## src/rtl/ext_irq_pkg.sv

```systemverilog
// Package: shared constants for the external interrupt selector.
// Assumes an 8-bit configuration register; bit positions are fixed here.
package ext_irq_pkg;
    localparam int CFG_W        = 8;
    localparam int NUM_CH       = 3;   // primary, secondary, counter
    localparam int PIN_W        = 4;   // int0, int1, cntr0, cntr1
    localparam int B_POL_INT0   = 0;
    localparam int B_POL_INT1   = 1;
    localparam int B_POL_CNTR   = 2;
    localparam int B_CNTR_SEL   = 4;
    localparam int B_KEY_EN     = 5;
    localparam logic [CFG_W-1:0] CFG_MASK = 8'h37;
endpackage

```

## src/rtl/irq_sync.sv

```systemverilog
// Module: multi-stage synchronizer for asynchronous pins.
// Assumes STAGES >= 1; every stage resets to RST_VAL.
module irq_sync #(
    parameter int W = 1,
    parameter int STAGES = 2,
    parameter logic [W-1:0] RST_VAL = '1
) (
    input  logic         clk,
    input  logic         rst_n,
    input  logic [W-1:0] d,
    output logic [W-1:0] q
);
    logic [W-1:0] stg [STAGES];

    genvar gi;
    generate
        for (gi = 0; gi < STAGES; gi++) begin : g_stage
            // Shift the pin value one stage deeper per clock.
            always_ff @(posedge clk) begin
                if (!rst_n)
                    stg[gi] <= RST_VAL;
                else if (gi == 0)
                    stg[gi] <= d;
                else
                    stg[gi] <= stg[(gi == 0) ? 0 : gi - 1];
            end
        end
    endgenerate

    assign q = stg[STAGES-1];
endmodule

```

## src/rtl/irq_edge_det.sv

```systemverilog
// Module: polarity-selectable edge detector with history reload.
// Assumes the level input is synchronous. The history holds the
// polarity-adjusted level, so a reload with a new polarity or
// source blocks a false edge on the next cycle.
module irq_edge_det (
    input  logic clk,
    input  logic rst_n,
    input  logic lvl,      // synchronized level
    input  logic pol,      // 0 = falling, 1 = rising
    input  logic reload,   // configuration write this cycle
    input  logic rl_lvl,   // level as seen under new configuration
    input  logic rl_pol,   // polarity after the write
    output logic req
);
    logic act;
    logic prev_q;

    // Map the level so that a qualifying edge is always 0 -> 1.
    always_comb act = pol ? lvl : ~lvl;

    // Track history; on a write, reload it as seen by the new setting.
    always_ff @(posedge clk) begin
        if (!rst_n)
            prev_q <= 1'b0;
        else if (reload)
            prev_q <= rl_pol ? rl_lvl : ~rl_lvl;
        else
            prev_q <= act;
    end

    assign req = act & ~prev_q;
endmodule

```

## src/rtl/irq_key_wake.sv

```systemverilog
// Module: key port any-low detector giving a single entry pulse.
// Assumes synchronized key levels; direction bit 1 marks an output pin.
module irq_key_wake #(
    parameter int KEY_W = 8
) (
    input  logic             clk,
    input  logic             rst_n,
    input  logic [KEY_W-1:0] key_lvl,
    input  logic [KEY_W-1:0] key_dir,
    output logic             pulse
);
    logic any_low;
    logic prev_q;

    // Any input-mode pin held low.
    always_comb any_low = |(~key_lvl & ~key_dir);

    // Remember last cycle's condition to pulse only on entry.
    always_ff @(posedge clk) begin
        if (!rst_n)
            prev_q <= 1'b0;
        else
            prev_q <= any_low;
    end

    assign pulse = any_low & ~prev_q;
endmodule

```

## src/rtl/ext_irq_edge_sel.sv

```systemverilog
// Module: external interrupt edge and wake-up selector (top).
// Assumes pins idle high at reset and that pdown, key_dir and the
// register bus are synchronous to clk.
module ext_irq_edge_sel
    import ext_irq_pkg::*;
#(
    parameter int KEY_W = 8,
    parameter int SYNC_STAGES = 2
) (
    input  logic             clk,
    input  logic             rst_n,
    input  logic             int0_pin,
    input  logic             int1_pin,
    input  logic             cntr0_pin,
    input  logic             cntr1_pin,
    input  logic [KEY_W-1:0] key_pin,
    input  logic [KEY_W-1:0] key_dir,
    input  logic             pdown,
    input  logic             reg_wr,
    input  logic [CFG_W-1:0] reg_wdata,
    output logic [CFG_W-1:0] reg_rdata,
    output logic             int0_req,
    output logic             int1_req,
    output logic             cntr_req
);
    localparam int SYNC_W = PIN_W + KEY_W;

    logic [SYNC_W-1:0] sync_q;
    logic [PIN_W-1:0]  pin_s;
    logic [KEY_W-1:0]  key_s;
    logic [CFG_W-1:0]  cfg_q;
    logic [CFG_W-1:0]  cfg_next;
    logic [NUM_CH-1:0] ch_lvl, ch_rl_lvl, ch_pol, ch_rl_pol, ch_req;
    logic              key_pulse;

    irq_sync #(
        .W(SYNC_W), .STAGES(SYNC_STAGES), .RST_VAL({SYNC_W{1'b1}})
    ) u_sync (
        .clk(clk), .rst_n(rst_n),
        .d({key_pin, cntr1_pin, cntr0_pin, int1_pin, int0_pin}),
        .q(sync_q)
    );

    assign pin_s = sync_q[PIN_W-1:0];
    assign key_s = sync_q[SYNC_W-1:PIN_W];

    // Masked value a write would store.
    always_comb cfg_next = reg_wdata & CFG_MASK;

    // Configuration register with reserved bits held at zero.
    always_ff @(posedge clk) begin
        if (!rst_n)
            cfg_q <= '0;
        else if (reg_wr)
            cfg_q <= cfg_next;
    end

    assign reg_rdata = cfg_q;

    // Per-channel source level and polarity, current and after write.
    always_comb begin
        ch_lvl[0]    = pin_s[0];
        ch_lvl[1]    = pin_s[1];
        ch_lvl[2]    = cfg_q[B_CNTR_SEL] ? pin_s[3] : pin_s[2];
        ch_rl_lvl[0] = pin_s[0];
        ch_rl_lvl[1] = pin_s[1];
        ch_rl_lvl[2] = cfg_next[B_CNTR_SEL] ? pin_s[3] : pin_s[2];
        ch_pol       = {cfg_q[B_POL_CNTR], cfg_q[B_POL_INT1], cfg_q[B_POL_INT0]};
        ch_rl_pol    = {cfg_next[B_POL_CNTR], cfg_next[B_POL_INT1], cfg_next[B_POL_INT0]};
    end

    genvar gc;
    generate
        for (gc = 0; gc < NUM_CH; gc++) begin : g_ch
            irq_edge_det u_edge (
                .clk(clk), .rst_n(rst_n),
                .lvl(ch_lvl[gc]), .pol(ch_pol[gc]),
                .reload(reg_wr), .rl_lvl(ch_rl_lvl[gc]), .rl_pol(ch_rl_pol[gc]),
                .req(ch_req[gc])
            );
        end
    endgenerate

    irq_key_wake #(.KEY_W(KEY_W)) u_key (
        .clk(clk), .rst_n(rst_n),
        .key_lvl(key_s), .key_dir(key_dir),
        .pulse(key_pulse)
    );

    // Route outputs; the secondary line depends on wake-up mode.
    always_comb begin
        int0_req = ch_req[0];
        cntr_req = ch_req[2];
        if (cfg_q[B_KEY_EN])
            int1_req = pdown & key_pulse;
        else
            int1_req = ch_req[1];
    end
endmodule

```

## config.mk

```make
export PLATFORM = sky130hd
export DESIGN_NAME = ext_irq_edge_sel
export DESIGN_NICKNAME = d
export VERILOG_FILES = /design/src/rtl/ext_irq_pkg.sv /design/src/rtl/irq_sync.sv /design/src/rtl/irq_edge_det.sv /design/src/rtl/irq_key_wake.sv /design/src/rtl/ext_irq_edge_sel.sv
export SDC_FILE = /design/constraint.sdc
export NUM_CORES = 1
export LEC_CHECK = 0
export BUFFER_PORTS_ARGS = -buffer_cell sky130_fd_sc_hd__buf_2
export CORE_MARGIN = 2
export CORE_UTILIZATION = 50
export CTS_BUF_LIST = sky130_fd_sc_hd__clkbuf_4 sky130_fd_sc_hd__clkbuf_8 sky130_fd_sc_hd__clkbuf_16
export DETAILED_ROUTE_END_ITERATION = 6
export GPL_TIMING_DRIVEN = 0
export MAX_ROUTING_LAYER = met4
export PLACE_DENSITY = 0.81
export SLEW_MARGIN = 20
export SYNTH_ARGS = -nofsm -noshare
export SYNTH_HDL_FRONTEND = slang
export SYNTH_SLANG_ARGS = --single-unit
```

## constraint.sdc

```tcl
create_clock -name clk -period 1.8 [get_ports clk]
set_input_delay 0.18 -clock clk [delete_from_list [all_inputs] [get_ports clk]]
set_output_delay 0.18 -clock clk [all_outputs]
set_load 0.02 [all_outputs]
```

# Word level (Yosys, flattened, before mapping)
# Memory sizes are Yosys's and may differ from the RTL's.
# Index checks and enable logic that the tools add are counted.
[op_classes]
muxes = 16
n_bitwise = 18
n_reduce_logical = 1
[op_table]
columns = ["op", "n"]
rows = [
  ["2-to-1 mux 12 bit", 2],
  ["inverter 8 bit", 2],
  ["2-to-1 mux 1 bit", 14],
  ["bitwise AND 8 bit", 1],
  ["inverter 1 bit", 8],
  ["OR reduction 8 bit", 1],
  ["bitwise AND 1 bit", 5],
  ["bitwise OR 1 bit", 2],
]
[totals]
register_bits = 9
ramBits = 24
out_inout_bits = 11
n_memories = 1
[mem_list]
columns = ["memory", "words", "word_bits", "read_ports", "rd_clocked_by_memory_dff", "wr", "line", "rtl"]
rows = [
  ["u_sync.stg", 2, 12, 2, 0, 2, "irq_sync.sv:13", "logic [W-1:0] stg [STAGES];"],
]

# Depth between registers and ports, before layout
# An unclocked memory read counts as a cell.
[logic_depth]
ltp_word = 7
depth_mapped = 4
depth_no_buf = 3

# By module
# From an unflattened synthesis, not the netlist that was laid out.
[unflattened]
hier_cells = 104
area_unflattened_um2 = 1148.6
[by_module_without_submodules]
columns = ["mod", "n_inst", "cells_per_inst", "area_per_inst_um2"]
rows = [
  ["irq_sync", 1, 50, 644.4],
  ["ext_irq_edge_sel", 1, 25, 255.2],
  ["irq_edge_det", 3, 7, 57.6],
  ["irq_key_wake", 1, 8, 76.3],
]

# Worst setup path after synthesis
# OpenSTA, ideal clock, no wires.
[synth_timing]
path_kind = "register to output"
startpoint = "register cfg_q[4], in the netlist reg_rdata[4]"
endpoint = "output port cntr_req"
arrival_ps = 1072
path_slack_ps = 548
path_stages_with_launch = 4
path_buffers = 0
cell_sequence = "dfxtp_1 > mux2i_1 > xnor2_1 > nor2_1"
[synth_via]
elab_chain_cells = 4
[synth_rtl]
columns = ["item", "line", "rtl"]
rows = [
  ["from (decl)", "ext_irq_edge_sel.sv:31", "logic [CFG_W-1:0] cfg_q;"],
  ["from (signal assigned)", "ext_irq_edge_sel.sv:55", "cfg_q <= cfg_next;"],
  ["2-to-1 mux 1 bit (*)", "ext_irq_edge_sel.sv:64", "ch_lvl[2] = cfg_q[B_CNTR_SEL] ? pin_s[3] : pin_s[2];"],
  ["inverter 1 bit", "irq_edge_det.sv:19", "always_comb act = pol ? lvl : ~lvl;"],
  ["2-to-1 mux 1 bit (*)", "irq_edge_det.sv:19", ""],
  ["bitwise AND 1 bit (*)", "irq_edge_det.sv:31", "assign req = act & ~prev_q;"],
  ["to (decl)", "ext_irq_edge_sel.sv:24", "output logic cntr_req"],
]
# Mark *: on every way between the ends. The rest lies on a longest branch, timed or not.

==> results.py <==
metrics = {
    "grt": {
        "grt_pass1_vias": 712,
        "grt_start_max_net_pins": 11,
        "grt_pass1_wl_um": 2860,
        "antenna_found_initial": 0,
        "overflow": 0,
        "track_usage": 0.162,
    },
    "cts": {
        "clkLatencyLatePin_ns": 0.32,
        "postCtsHoldBufs": 0,
        "cts_sinks": 33,
        "ctsLongestPathBuffers": 2,
        "numCtsBuffers": 5,
        "htreeDepth": 2,
        "path_clk_slew_ns": 0.09,
        "cts_tree": "done",
        "root_buffer": "clkbuf_4",
    },
    "synthesis": {
        "synth_edf_count": 0,
        "synth_cell_types": 18,
        "ys_seq_area_frac": 0.585,
        "synth-async-reset-ratio": 0,
        "synth.most_common_cell": "dfxtp_1",
        "synthSimpleGateAreaFrac": 0.208,
        "avgSynthCellArea_sq_um": 11.2,
        "ys.flop_type": "dfxtp_1",
        "synth-xor-area-share": 0.0465,
        "synth_top_family_by_area": "simple AND/OR/NAND/NOR gates",
        "synth_area_leaders": "dfxtp_1 58%, nand2b_1 14%, mux2i_1 6.2%",
        "synth_top_area_share": 0.585,
        "synth_compound_area_frac": 0.0354,
        "yosys.area_share.adder": 0,
        "synthMuxAreaShare": 0.0620,
        "ys_warn_count": 0,
        "synthesis.area_sq_um": 1130,
        "synth_cells": 101,
        "yosysTopAreaCell": "dfxtp_1",
        "ys_ff_latch": 33,
        "synth_commonest_cells": "33 x dfxtp_1, 25 x nand2b_1, 7 x mux2i_1",
    },
    "cells_and_area": {
        "drive_gt1_frac": 0.349,
        "multi_input_area_sq_um": 415,
        "fillCellCount": 198,
        "nets": 177,
        "area_growth_pct": 26.0,
        "insertedDiodeCount": 0,
        "fin_cells": 174,
        "seqCellArea_sq_um": 661,
    },
    "place": {
        "placed_cells": 166,
        "dp_hpwl_um": 1360,
        "place_congestion": 0.658,
        "io_buffers": 35,
    },
    "timing": {
        "grt_setup_unrepaired": "no",
        "fin_crit_sh": 0.874,
        "fmax_mhz": 636,
        "worst_clock_skew_ns": 0.00613,
        "fin_tns_setup_ns": 0,
        "setup_violations": 0,
        "slew_violations": 0,
        "finalCriticalPeriod_ns": 1.57,
        "finalHoldViolCount": 0,
    },
    "worst_hold_path": {
        "hp-class": "input port to flop",
    },
    "route": {
        "drcViolationCount": 0,
        "drt_iter0_drc": 6,
        "vias_per_cell": 4.59,
        "postRouteWirelength_um": 1720,
        "dr.pass1.iters": 2,
        "drtAntennaViolNets": 0,
        "wire_per_inst_um": 9.91,
        "vias": 799,
    },
    "floorplanning": {
        "dieArea_sq_um": 2660,
        "start_util": 0.521,
        "core_region_area_sq_um": 2170,
        "die_height_um": 51.5,
        "core.rowCount": 17,
        "io_pins": 43,
        "die_w_um": 51.5,
    },
    "power_and_ir_drop": {
        "cellLeakagePower_nw": 0.663,
        "total_power_mw": 1.39,
        "power_density_nw_per_um2": 977,
        "ir_worst_vdd_v": 0.000694,
    },
    "critical_path": {
        "critPathRequiredTime_ns": 1.62,
        "crit_path_end_kind": "primary output",
        "critPathMaxFanout": 2,
        "crit_arrival_ns": 1.39,
        "cp-start-kind": "flop",
        "worstSetupPathType": "flop to primary output",
    },
    "run_status": {
        "outcome": "finished, final reports clean",
    },
    "job": {
        "drv_cap": 0,
    },
}
[layout make-up]
type / instances / share of cell area
sequential: 33 / 0.464
multi-input combinational: 60 / 0.292
timing repair buffer: 35 / 0.123
buffer: 10 / 0.0475
clock buffer: 7 / 0.0457
tap: 28 / 0.0246
clock inverter: 1 / 0.00351
[routing by layer]
layer / part of all wire / track usage
met3: 0.090 / 0.0891
met2: 0.50 / 0.269
met4: 0.020 / 0.0789
met5: 0 / -
met1: 0.39 / 0.152
[final timing paths]
kind	cells after the start	to	slack [ns]	from
setup / recovery	4	int1_req	0.23	u_sync.stg[1][4]
hold / removal	2	u_sync.stg[0][6]	0.03	key_pin[2]
setup reg to reg	3	u_key.prev_q	0.71	u_sync.stg[1][4]
hold reg to reg	1	u_sync.stg[1][2]	0.41	u_sync.stg[0][2]
[worst max-delay path: stages, from the launching register on]
cell and delay [ns]:
dfxtp_1 0.32, o22ai_1 0.09, nor4_2 0.36, o32ai_1 0.12, buf_2 0.17
[registers in the layout, summed over array words and instances (netlist names)]
name	flops
reg_rdata	5
g_ch.u_edge.prev_q	3
u_key.prev_q	1
u_sync.stg	24
[layout by cell type (no fill, tap or decap), types with 4 or more instances in the layout]
master | synthesis | layout
buf_2 | 0 | 35
buf_4 | 6 | 6
clkbuf_4 | 0 | 5
dfxtp_1 | 33 | 33
mux2i_1 | 7 | 7
nand2b_1 | 25 | 25
o22ai_1 | 5 | 5
xor2_1 | 4 | 4
[logic make-up (layout without fill, tap and decap cells)]
kind of cell	Yosys count	in the layout
flops	33	33
compound gates	6	6
simple gates	38	38
other cells	1	3
mux	7	7
xor+xnor	6	6
buf+inv	10	53
[per-stage QoR]
stage | util | hold slack (ns) | instance area (sq um) | setup WS, ns
2_1_floorplan | - | 0.253 | 1140 | 0.548
3_3_place_gp | 0.621 | 0.359 | 1350 | 0.521
3_5_place_dp | 0.621 | 0.364 | 1350 | 0.451
4_1_cts | 0.653 | 0.0120 | 1420 | 0.0760
5_1_grt | 0.656 | 0.0166 | 1420 | 0.125
6_report | 0.656 | 0.0303 | 1420 | 0.227
[where the power goes]
part	switching, mW	leakage [nW]	internal [mW]
Clock	0.226	0.0413	0.226
Sequential	0.0140	0.274	0.769
Combinational	0.0731	0.348	0.0830
Total	0.313	0.663	1.08
[timing repair]
action	in CTS	in global routing
buffers inserted	0	0
gates resized for setup	0	1
endpoints found under the setup margin	0	1
endpoints found under the hold margin	0	0
Power figures use the tool's default switching activity.
